**src/rtl/sha_core_pkg.sv**
```systemverilog
package sha_core_pkg;
  localparam int WORD_W   = 32;
  localparam int N_SCHED  = 16;
  localparam int N_STATE  = 8;
  localparam int N_ROUNDS = 64;
  localparam int BLOCK_W  = WORD_W * N_SCHED;
  localparam int DIGEST_W = WORD_W * N_STATE;
  localparam int RND_W    = $clog2(N_ROUNDS);
  localparam int LATENCY  = N_ROUNDS + 2;

  typedef logic [WORD_W-1:0] word_t;
  typedef enum logic [1:0] {ST_IDLE, ST_LOAD, ST_ROUND, ST_DONE} phase_t;

  function automatic word_t rotr(word_t x, int n);
    return (x >> n) | (x << (WORD_W - n));
  endfunction

  function automatic word_t big_sig0(word_t x);
    return rotr(x, 2) ^ rotr(x, 13) ^ rotr(x, 22);
  endfunction

  function automatic word_t big_sig1(word_t x);
    return rotr(x, 6) ^ rotr(x, 11) ^ rotr(x, 25);
  endfunction

  function automatic word_t sml_sig0(word_t x);
    return rotr(x, 7) ^ rotr(x, 18) ^ (x >> 3);
  endfunction

  function automatic word_t sml_sig1(word_t x);
    return rotr(x, 17) ^ rotr(x, 19) ^ (x >> 10);
  endfunction

  function automatic word_t choose(word_t e, word_t f, word_t g);
    return (e & f) ^ (~e & g);
  endfunction

  function automatic word_t majority(word_t a, word_t b, word_t c);
    return (a & b) ^ (a & c) ^ (b & c);
  endfunction

  function automatic logic [0:N_STATE-1][WORD_W-1:0] seed_state();
    return {32'h6a09e667, 32'hbb67ae85, 32'h3c6ef372, 32'ha54ff53a,
            32'h510e527f, 32'h9b05688c, 32'h1f83d9ab, 32'h5be0cd19};
  endfunction

  function automatic word_t round_const(logic [RND_W-1:0] idx);
    case (idx)
      6'd0:  return 32'h428a2f98; 6'd1:  return 32'h71374491;
      6'd2:  return 32'hb5c0fbcf; 6'd3:  return 32'he9b5dba5;
      6'd4:  return 32'h3956c25b; 6'd5:  return 32'h59f111f1;
      6'd6:  return 32'h923f82a4; 6'd7:  return 32'hab1c5ed5;
      6'd8:  return 32'hd807aa98; 6'd9:  return 32'h12835b01;
      6'd10: return 32'h243185be; 6'd11: return 32'h550c7dc3;
      6'd12: return 32'h72be5d74; 6'd13: return 32'h80deb1fe;
      6'd14: return 32'h9bdc06a7; 6'd15: return 32'hc19bf174;
      6'd16: return 32'he49b69c1; 6'd17: return 32'hefbe4786;
      6'd18: return 32'h0fc19dc6; 6'd19: return 32'h240ca1cc;
      6'd20: return 32'h2de92c6f; 6'd21: return 32'h4a7484aa;
      6'd22: return 32'h5cb0a9dc; 6'd23: return 32'h76f988da;
      6'd24: return 32'h983e5152; 6'd25: return 32'ha831c66d;
      6'd26: return 32'hb00327c8; 6'd27: return 32'hbf597fc7;
      6'd28: return 32'hc6e00bf3; 6'd29: return 32'hd5a79147;
      6'd30: return 32'h06ca6351; 6'd31: return 32'h14292967;
      6'd32: return 32'h27b70a85; 6'd33: return 32'h2e1b2138;
      6'd34: return 32'h4d2c6dfc; 6'd35: return 32'h53380d13;
      6'd36: return 32'h650a7354; 6'd37: return 32'h766a0abb;
      6'd38: return 32'h81c2c92e; 6'd39: return 32'h92722c85;
      6'd40: return 32'ha2bfe8a1; 6'd41: return 32'ha81a664b;
      6'd42: return 32'hc24b8b70; 6'd43: return 32'hc76c51a3;
      6'd44: return 32'hd192e819; 6'd45: return 32'hd6990624;
      6'd46: return 32'hf40e3585; 6'd47: return 32'h106aa070;
      6'd48: return 32'h19a4c116; 6'd49: return 32'h1e376c08;
      6'd50: return 32'h2748774c; 6'd51: return 32'h34b0bcb5;
      6'd52: return 32'h391c0cb3; 6'd53: return 32'h4ed8aa4a;
      6'd54: return 32'h5b9cca4f; 6'd55: return 32'h682e6ff3;
      6'd56: return 32'h748f82ee; 6'd57: return 32'h78a5636f;
      6'd58: return 32'h84c87814; 6'd59: return 32'h8cc70208;
      6'd60: return 32'h90befffa; 6'd61: return 32'ha4506ceb;
      6'd62: return 32'hbef9a3f7; default: return 32'hc67178f2;
    endcase
  endfunction
endpackage

```
**src/rtl/sha_k_rom.sv**
```systemverilog
module sha_k_rom
  import sha_core_pkg::*;
(
  input  logic [RND_W-1:0] idx_i,
  output word_t            k_o
);
  // Combinational constant table, one word per round.
  assign k_o = round_const(idx_i);
endmodule

```
**src/rtl/sha_msg_sched.sv**
```systemverilog
module sha_msg_sched
  import sha_core_pkg::*;
(
  input  logic               clk,
  input  logic               rst_n,
  input  logic               load_i,
  input  logic               shift_i,
  input  logic [BLOCK_W-1:0] block_i,
  output word_t              w_o
);
  // Sixteen-word window; slot 0 always holds the word of the current round.
  logic [0:N_SCHED-1][WORD_W-1:0] win_q;
  word_t w_new;

  assign w_new = sml_sig1(win_q[N_SCHED-2]) + win_q[N_SCHED-7]
               + sml_sig0(win_q[1]) + win_q[0];
  assign w_o   = win_q[0];

  always_ff @(posedge clk) begin
    if (!rst_n) begin
      win_q <= '0;
    end else if (load_i) begin
      win_q <= block_i;
    end else if (shift_i) begin
      win_q <= {win_q[1:N_SCHED-1], w_new};
    end
  end

  // The window moves only on a capture or a round: block_i is otherwise unseen.
  p_window_hold_r5: assert property (@(posedge clk) disable iff (!rst_n)
    (!load_i && !shift_i) |=> $stable(win_q));
  p_window_slide_r5: assert property (@(posedge clk) disable iff (!rst_n)
    (shift_i && !load_i) |=> (win_q[0] == $past(win_q[1])));
endmodule

```
**src/rtl/sha_ctrl.sv**
```systemverilog
module sha_ctrl
  import sha_core_pkg::*;
(
  input  logic             clk,
  input  logic             rst_n,
  input  logic             init_i,
  input  logic             next_i,
  output logic             accept_o,
  output logic             seed_o,
  output logic             load_o,
  output logic             round_en_o,
  output logic             finish_o,
  output logic [RND_W-1:0] round_o,
  output logic             ready_o
);
  localparam logic [RND_W-1:0] LAST_RND = RND_W'(N_ROUNDS - 1);

  phase_t           phase_q;
  logic [RND_W-1:0] round_q;

  assign ready_o    = (phase_q == ST_IDLE);
  assign accept_o   = ready_o && (init_i || next_i);
  assign seed_o     = init_i;          // init wins over next
  assign load_o     = (phase_q == ST_LOAD);
  assign round_en_o = (phase_q == ST_ROUND);
  assign finish_o   = (phase_q == ST_DONE);
  assign round_o    = round_q;

  always_ff @(posedge clk) begin
    if (!rst_n) begin
      phase_q <= ST_IDLE;
      round_q <= '0;
    end else begin
      case (phase_q)
        ST_IDLE:  if (accept_o) phase_q <= ST_LOAD;
        ST_LOAD: begin
          phase_q <= ST_ROUND;
          round_q <= '0;
        end
        ST_ROUND: begin
          round_q <= round_q + 1'b1;
          if (round_q == LAST_RND) phase_q <= ST_DONE;
        end
        default:  phase_q <= ST_IDLE;
      endcase
    end
  end

  p_busy_after_cmd_r4: assert property (@(posedge clk) disable iff (!rst_n)
    accept_o |=> !ready_o);
  p_load_starts_r4: assert property (@(posedge clk) disable iff (!rst_n)
    load_o |=> (round_en_o && round_o == '0));
  p_last_round_r4: assert property (@(posedge clk) disable iff (!rst_n)
    (round_en_o && round_o == LAST_RND) |=> finish_o);
  p_one_phase_r4: assert property (@(posedge clk) disable iff (!rst_n)
    $onehot({ready_o, load_o, round_en_o, finish_o}));
endmodule

```
**src/rtl/sha256_iter.sv**
```systemverilog
module sha256_iter
  import sha_core_pkg::*;
(
  input  logic                clk,
  input  logic                rst_n,
  input  logic                init_i,
  input  logic                next_i,
  input  logic [BLOCK_W-1:0]  block_i,
  output logic                ready_o,
  output logic [DIGEST_W-1:0] digest_o,
  output logic                digest_valid_o
);
  logic             accept, seed, load, round_en, finish;
  logic [RND_W-1:0] round_idx;
  word_t            k_cur, w_cur, t1, t2;

  logic [0:N_STATE-1][WORD_W-1:0] hash_q;
  logic [0:N_STATE-1][WORD_W-1:0] var_q;
  logic                           valid_q;

  sha_ctrl u_ctrl (
    .clk        (clk),
    .rst_n      (rst_n),
    .init_i     (init_i),
    .next_i     (next_i),
    .accept_o   (accept),
    .seed_o     (seed),
    .load_o     (load),
    .round_en_o (round_en),
    .finish_o   (finish),
    .round_o    (round_idx),
    .ready_o    (ready_o)
  );

  sha_k_rom u_rom (
    .idx_i (round_idx),
    .k_o   (k_cur)
  );

  sha_msg_sched u_sched (
    .clk     (clk),
    .rst_n   (rst_n),
    .load_i  (accept),
    .shift_i (round_en),
    .block_i (block_i),
    .w_o     (w_cur)
  );

  // One compression round on the working variables a..h = var_q[0..7].
  always_comb begin
    t1 = var_q[7] + big_sig1(var_q[4]) + choose(var_q[4], var_q[5], var_q[6])
       + k_cur + w_cur;
    t2 = big_sig0(var_q[0]) + majority(var_q[0], var_q[1], var_q[2]);
  end

  always_ff @(posedge clk) begin
    if (!rst_n) begin
      hash_q  <= '0;
      var_q   <= '0;
      valid_q <= 1'b0;
    end else begin
      if (accept) begin
        valid_q <= 1'b0;
        if (seed) hash_q <= seed_state();
      end
      if (load) begin
        var_q <= hash_q;
      end else if (round_en) begin
        var_q <= {t1 + t2, var_q[0], var_q[1], var_q[2],
                  var_q[3] + t1, var_q[4], var_q[5], var_q[6]};
      end
      if (finish) begin
        for (int i = 0; i < N_STATE; i++) hash_q[i] <= hash_q[i] + var_q[i];
        valid_q <= 1'b1;
      end
    end
  end

  assign digest_o       = hash_q;
  assign digest_valid_o = valid_q;

  // Cycles since the last accepted command, for the latency check.
  logic [RND_W:0] lat_q;
  always_ff @(posedge clk) begin
    if (!rst_n)       lat_q <= '0;
    else if (accept)  lat_q <= '0;
    else if (!ready_o) lat_q <= lat_q + 1'b1;
  end

  p_latency_r4: assert property (@(posedge clk) disable iff (!rst_n)
    $rose(digest_valid_o) |-> (lat_q == (RND_W+1)'(LATENCY)));
  p_valid_idle_r4: assert property (@(posedge clk) disable iff (!rst_n)
    digest_valid_o |-> ready_o);
  p_digest_hold_r8: assert property (@(posedge clk) disable iff (!rst_n)
    (ready_o && !init_i && !next_i) |=> $stable(digest_o));
  p_busy_cmd_ignored_r6: assert property (@(posedge clk) disable iff (!rst_n)
    (!ready_o && !finish && (init_i || next_i)) |=> $stable(digest_o));
  p_seed_on_init_r2: assert property (@(posedge clk) disable iff (!rst_n)
    (ready_o && init_i) |=> (digest_o[DIGEST_W-1 -: WORD_W] == 32'h6a09e667));
endmodule

```
**config.mk**
```make
export PLATFORM = sky130hd
export DESIGN_NAME = sha256_iter
export DESIGN_NICKNAME = d
export VERILOG_FILES = /design/src/rtl/sha_core_pkg.sv /design/src/rtl/sha_k_rom.sv /design/src/rtl/sha_msg_sched.sv /design/src/rtl/sha_ctrl.sv /design/src/rtl/sha256_iter.sv
export SDC_FILE = /design/constraint.sdc
export NUM_CORES = 2
export LEC_CHECK = 0
export CAP_MARGIN = 20
export CORE_ASPECT_RATIO = 1.2
export CORE_MARGIN = 2
export CORE_UTILIZATION = 50
export DETAILED_ROUTE_END_ITERATION = 7
export DONT_BUFFER_PORTS = 1
export PLACE_DENSITY = 0.68
export REMOVE_ABC_BUFFERS = 1
export SLEW_MARGIN = 20
export SYNTH_ARGS = -nofsm -noshare
export SYNTH_HDL_FRONTEND = slang
export SYNTH_SLANG_ARGS = --single-unit
```
**constraint.sdc**
```tcl
create_clock -name clk -period 7.25 [get_ports clk]
set_clock_uncertainty 0.15 [all_clocks]
set_input_delay 0.725 -clock clk [delete_from_list [all_inputs] [get_ports clk]]
set_output_delay 0.725 -clock clk [all_outputs]
set_load 0.02 [all_outputs]
```
==> summary by stage <==
Finish
The share of final-layout standard cells stronger than drive strength 1 is 7.32%. The final-layout fill cell count is 12.0k. After routing the design area is 0.0814 mm2. Once layout is complete, the cells apart from fillers number 10.4k. The most common library cell in the layout ignoring fill and taps is sky130_fd_sc_hd__dfxtp_1. The end-of-flow core utilization is 58.5%. Leaving out fill and tap cells, the most frequent cells in the layout are 1054 x sky130_fd_sc_hd__dfxtp_1, 1053 x sky130_fd_sc_hd__nor2_1, 749 x sky130_fd_sc_hd__a211oi_1. After the last flow step, the layout net total stands at 9532. Compared with the post-synthesis result, the final layout area differs by 16.1%.

Logic synthesis
The commonest register cell after synthesis is sky130_fd_sc_hd__dfxtp_1. The count of warnings emitted by yosys is 0. Summing every instance area after synthesis gives 0.0701 mm2. The synthesized netlist cell count is 8178. The share of the yosys chip area belonging to registers is 30.4%. Yosys mapped a number of flops with a built-in enable equal to 0. After synthesis, the netlist uses 96 different library cells. After synthesis, the share of flip-flops with an asynchronous set or reset is 0%. Averaged over all synthesized cells, the footprint is 8.58 um2. After synthesis the netlist holds a flip-flop and latch count of 1065.

Timing
The total count of max-transition violations in the final report is 0. At the pin with the least slew margin, the transition time is 1.21 ns. The smallest clock period supported by the final layout is computed as 7.11 ns. Of the available clock period, the critical path in the final layout requires 98.1%.

The remaining max-slew budget at the tightest pin is 19.5%. Setup violations remaining at the end of the flow were counted as 0. Setup repair after global routing could not meet its margin everywhere. For this run, the top clock speed supported by timing is 141 MHz. The final sum of negative setup slack is 0 ns. The number of hold violations in the final report was 0.

Route
The final routed DRC violation total is 0. The average wire per cell in the routed design is 25.9 um. In the routed layout, each cell is associated on average with a via count of 6.21. The wire length reported by the detailed router is 269000 um. For this block, the via count after detailed routing is 64.4k.

The number of detailed-route iterations in the first pass is 6. The number of nets with antenna violations after detailed routing is 0. In this run, the number of DRC markers left after iteration 0 of detailed routing was 5090.

Clocking
The H-tree was split into 3 levels. The maximum buffer depth of the clock tree is 3. TritonCTS built the clock tree. The clock transition at the registers of the reported paths is 0.07 ns. The clock sink count is 1065. The cell chosen for the clock root is sky130_fd_sc_hd__clkbuf_16.

The total clock buffers created by CTS is 114. For the worst-skew pair, the clock arrives at the later sink with an insertion delay of 0.78 ns.

Placed design
Port buffering added 0 buffers. After detailed placement, the total cell area comes to 0.0725 mm2. Routability-driven placement finished with a final weighted congestion of 1.02.

Detailed placement ended at an HPWL of 194000 um. Once placement completed, the tool counted placed cells totaling 9678.

Setup path
The destination of the worst register-to-register timing path is var_q[255]. The slowest stage cell on the critical path is sky130_fd_sc_hd__fa_1. The cell repeated most along the worst path is sky130_fd_sc_hd__fa_1. The launch instance of the worst register-to-register path is var_q[110].

The worst setup path is captured at a flop. The required time of the critical path is 7.79 ns. The reg2reg setup slack is 0.14 ns. The critical path is of the reg -> reg type. The combined buffer and inverter count along the critical path is 4. The kind of cell adding the most delay to the critical path is compound AO/OA/AOI/OAI gates. STA classifies the critical path startpoint as a flop.

Along the worst path, the maximum fanout reaches 6. The depth of the worst register-to-register path is 32. At the worst endpoint, the arrival time is 7.65 ns. For this run, the slowest stage of the critical path takes 0.50 ns.

Floorplan
The starting density of the core is 50.4%. The core footprint is 0.139 mm2. The overall die height is 414 um.

The die width is 346 um. The floorplan step defined a die boundary enclosing 0.143 mm2. The floorplan has 150 rows. The number of ports placed on the die boundary is 774.

Hold path
Counting instances, the worst hold path has a depth of 2. In this run the most critical hold path is launched from block_i[374]. The tightest min-delay check is of the in -> reg type. The worst hold path terminates at u_sched.win_q[374].

Global routing
Entering global routing, the biggest net connects 235 pins. The initial antenna violation count is 37. The leftover overflow at the end of global routing is 0. The number of global-route vias before repair is 62.7k. The first global-routing pass estimated 396000 um of wire. The aggregate global-route resource usage is 35.9%.

Run status
The flow ran to the end, and the final reports show no timing, DRC or antenna violations.

Flow run
Across the run, the number of max-cap violations was 0.
-- cell type report --
type                            count  area [um2]  share of cell area (%)
Tap cell                         1824        2280                    2.80
Antenna cell                       34        85.1                   0.104
Timing Repair Buffer              742        6820                    8.37
Clock inverter                     40         558                   0.685
Multi-Input combinational cell   6170       45800                    56.3
Sequential cell                  1065       21300                    26.2
Inverter                          335        1270                    1.56
Clock buffer                      158        3230                    3.96
-- synthesized netlist by cell type, drive strengths merged, types with 66 or more instances --
master	count	area share, %
nor2	1054	5.6
a21o	195	2.1
o21ai	492	3.5
nand2	334	1.8
a211oi	753	8.1
dfxtp	1065	30
nor3	66	0.47
ha	393	7.0
xnor2	356	4.4
clkbuf	539	2.9
inv	334	1.8
fa	195	5.6
buf	69	0.38
a21oi	529	3.8
mux2i	720	10
nand3	75	0.54
xor2	201	2.5
-- worst register-to-register path, delay by kind of cell, from the launching register on --
kind / cells / cell delay [ns]
AOI/OAI and AO/OA: 16 / 2.67
adders and majority gates: 6 / 2.52
xor gates and xnor gates: 4 / 0.71
DFF: 1 / 0.37
and+or+nand+nor: 2 / 0.36
buffers and inverters: 4 / 0.24
-- metrics by stage --
stage	setup slack (ns)	hold slack [ns]
after floorplan	-28.80	0.316
after global placement	-0.157	0.345
after detailed placement	-0.194	0.347
after CTS	0.00835	0.000146
after global routing	-0.156	0.0101
final	0.136	0.0265
-- state kept, by name, summed over array words and instances (netlist names) --
| signal | flops |
|---|---|
| digest_valid_o | 1 |
| u_sched.w_o | 32 |
| digest_o | 256 |
| u_rom.k_o | 32 |
| u_ctrl.round_o | 6 |
| u_sched.win_q | 480 |
| var_q | 256 |
| u_ctrl.phase_q | 2 |
-- cells by family (layout without fill, tap and decap cells) --
| logic type | after synthesis | count (layout) | share of synthesized area (%) |
|---|---|---|---|
| flops | 1065 | 1065 | 30.4 |
| compound gates | 2495 | 2495 | 23.5 |
| xor+xnor | 559 | 559 | 7.02 |
| mux | 745 | 745 | 10.7 |
| buf+inv | 943 | 1275 | 5.06 |
| fa+ha+maj | 590 | 590 | 12.6 |
| simple gates | 1781 | 1781 | 10.7 |
| other cells | 0 | 34 | 0 |
-- metal layers --
layer,wire (um),share of wire [%],global-route usage (%)
met5,108,0.040,0
met4,20000,7.4,24.2
met3,20000,7.4,6.98
met2,128000,48,60.5
met1,101000,37,41.2
-- how the worst max path moves through the flow --
stage | startpoint | endpoint | slack, ns | depth (start not counted)
floorplan | next_i | u_sched.win_q[30] | -28.80 | 4
global placement | var_q[122] | var_q[255] | -0.16 | 33
detailed placement | var_q[122] | var_q[255] | -0.19 | 32
CTS | var_q[122] | var_q[254] | 0.008 | 31
global route | var_q[111] | var_q[255] | -0.16 | 28
finish | var_q[110] | var_q[255] | 0.14 | 32
-- what timing repair did --
action / in CTS / in global routing
setup buffers: 2 / 7
pin swaps: 7 / 45
endpoints found under the hold margin: 442 / 1
resized for setup: 25 / 82
hold buffers: 448 / 1
endpoints found under the setup margin: 9 / 21
Power is left out: the tool's default activity adds up to more than one toggle a clock period on the data nets, which glitch-free logic cannot reach.
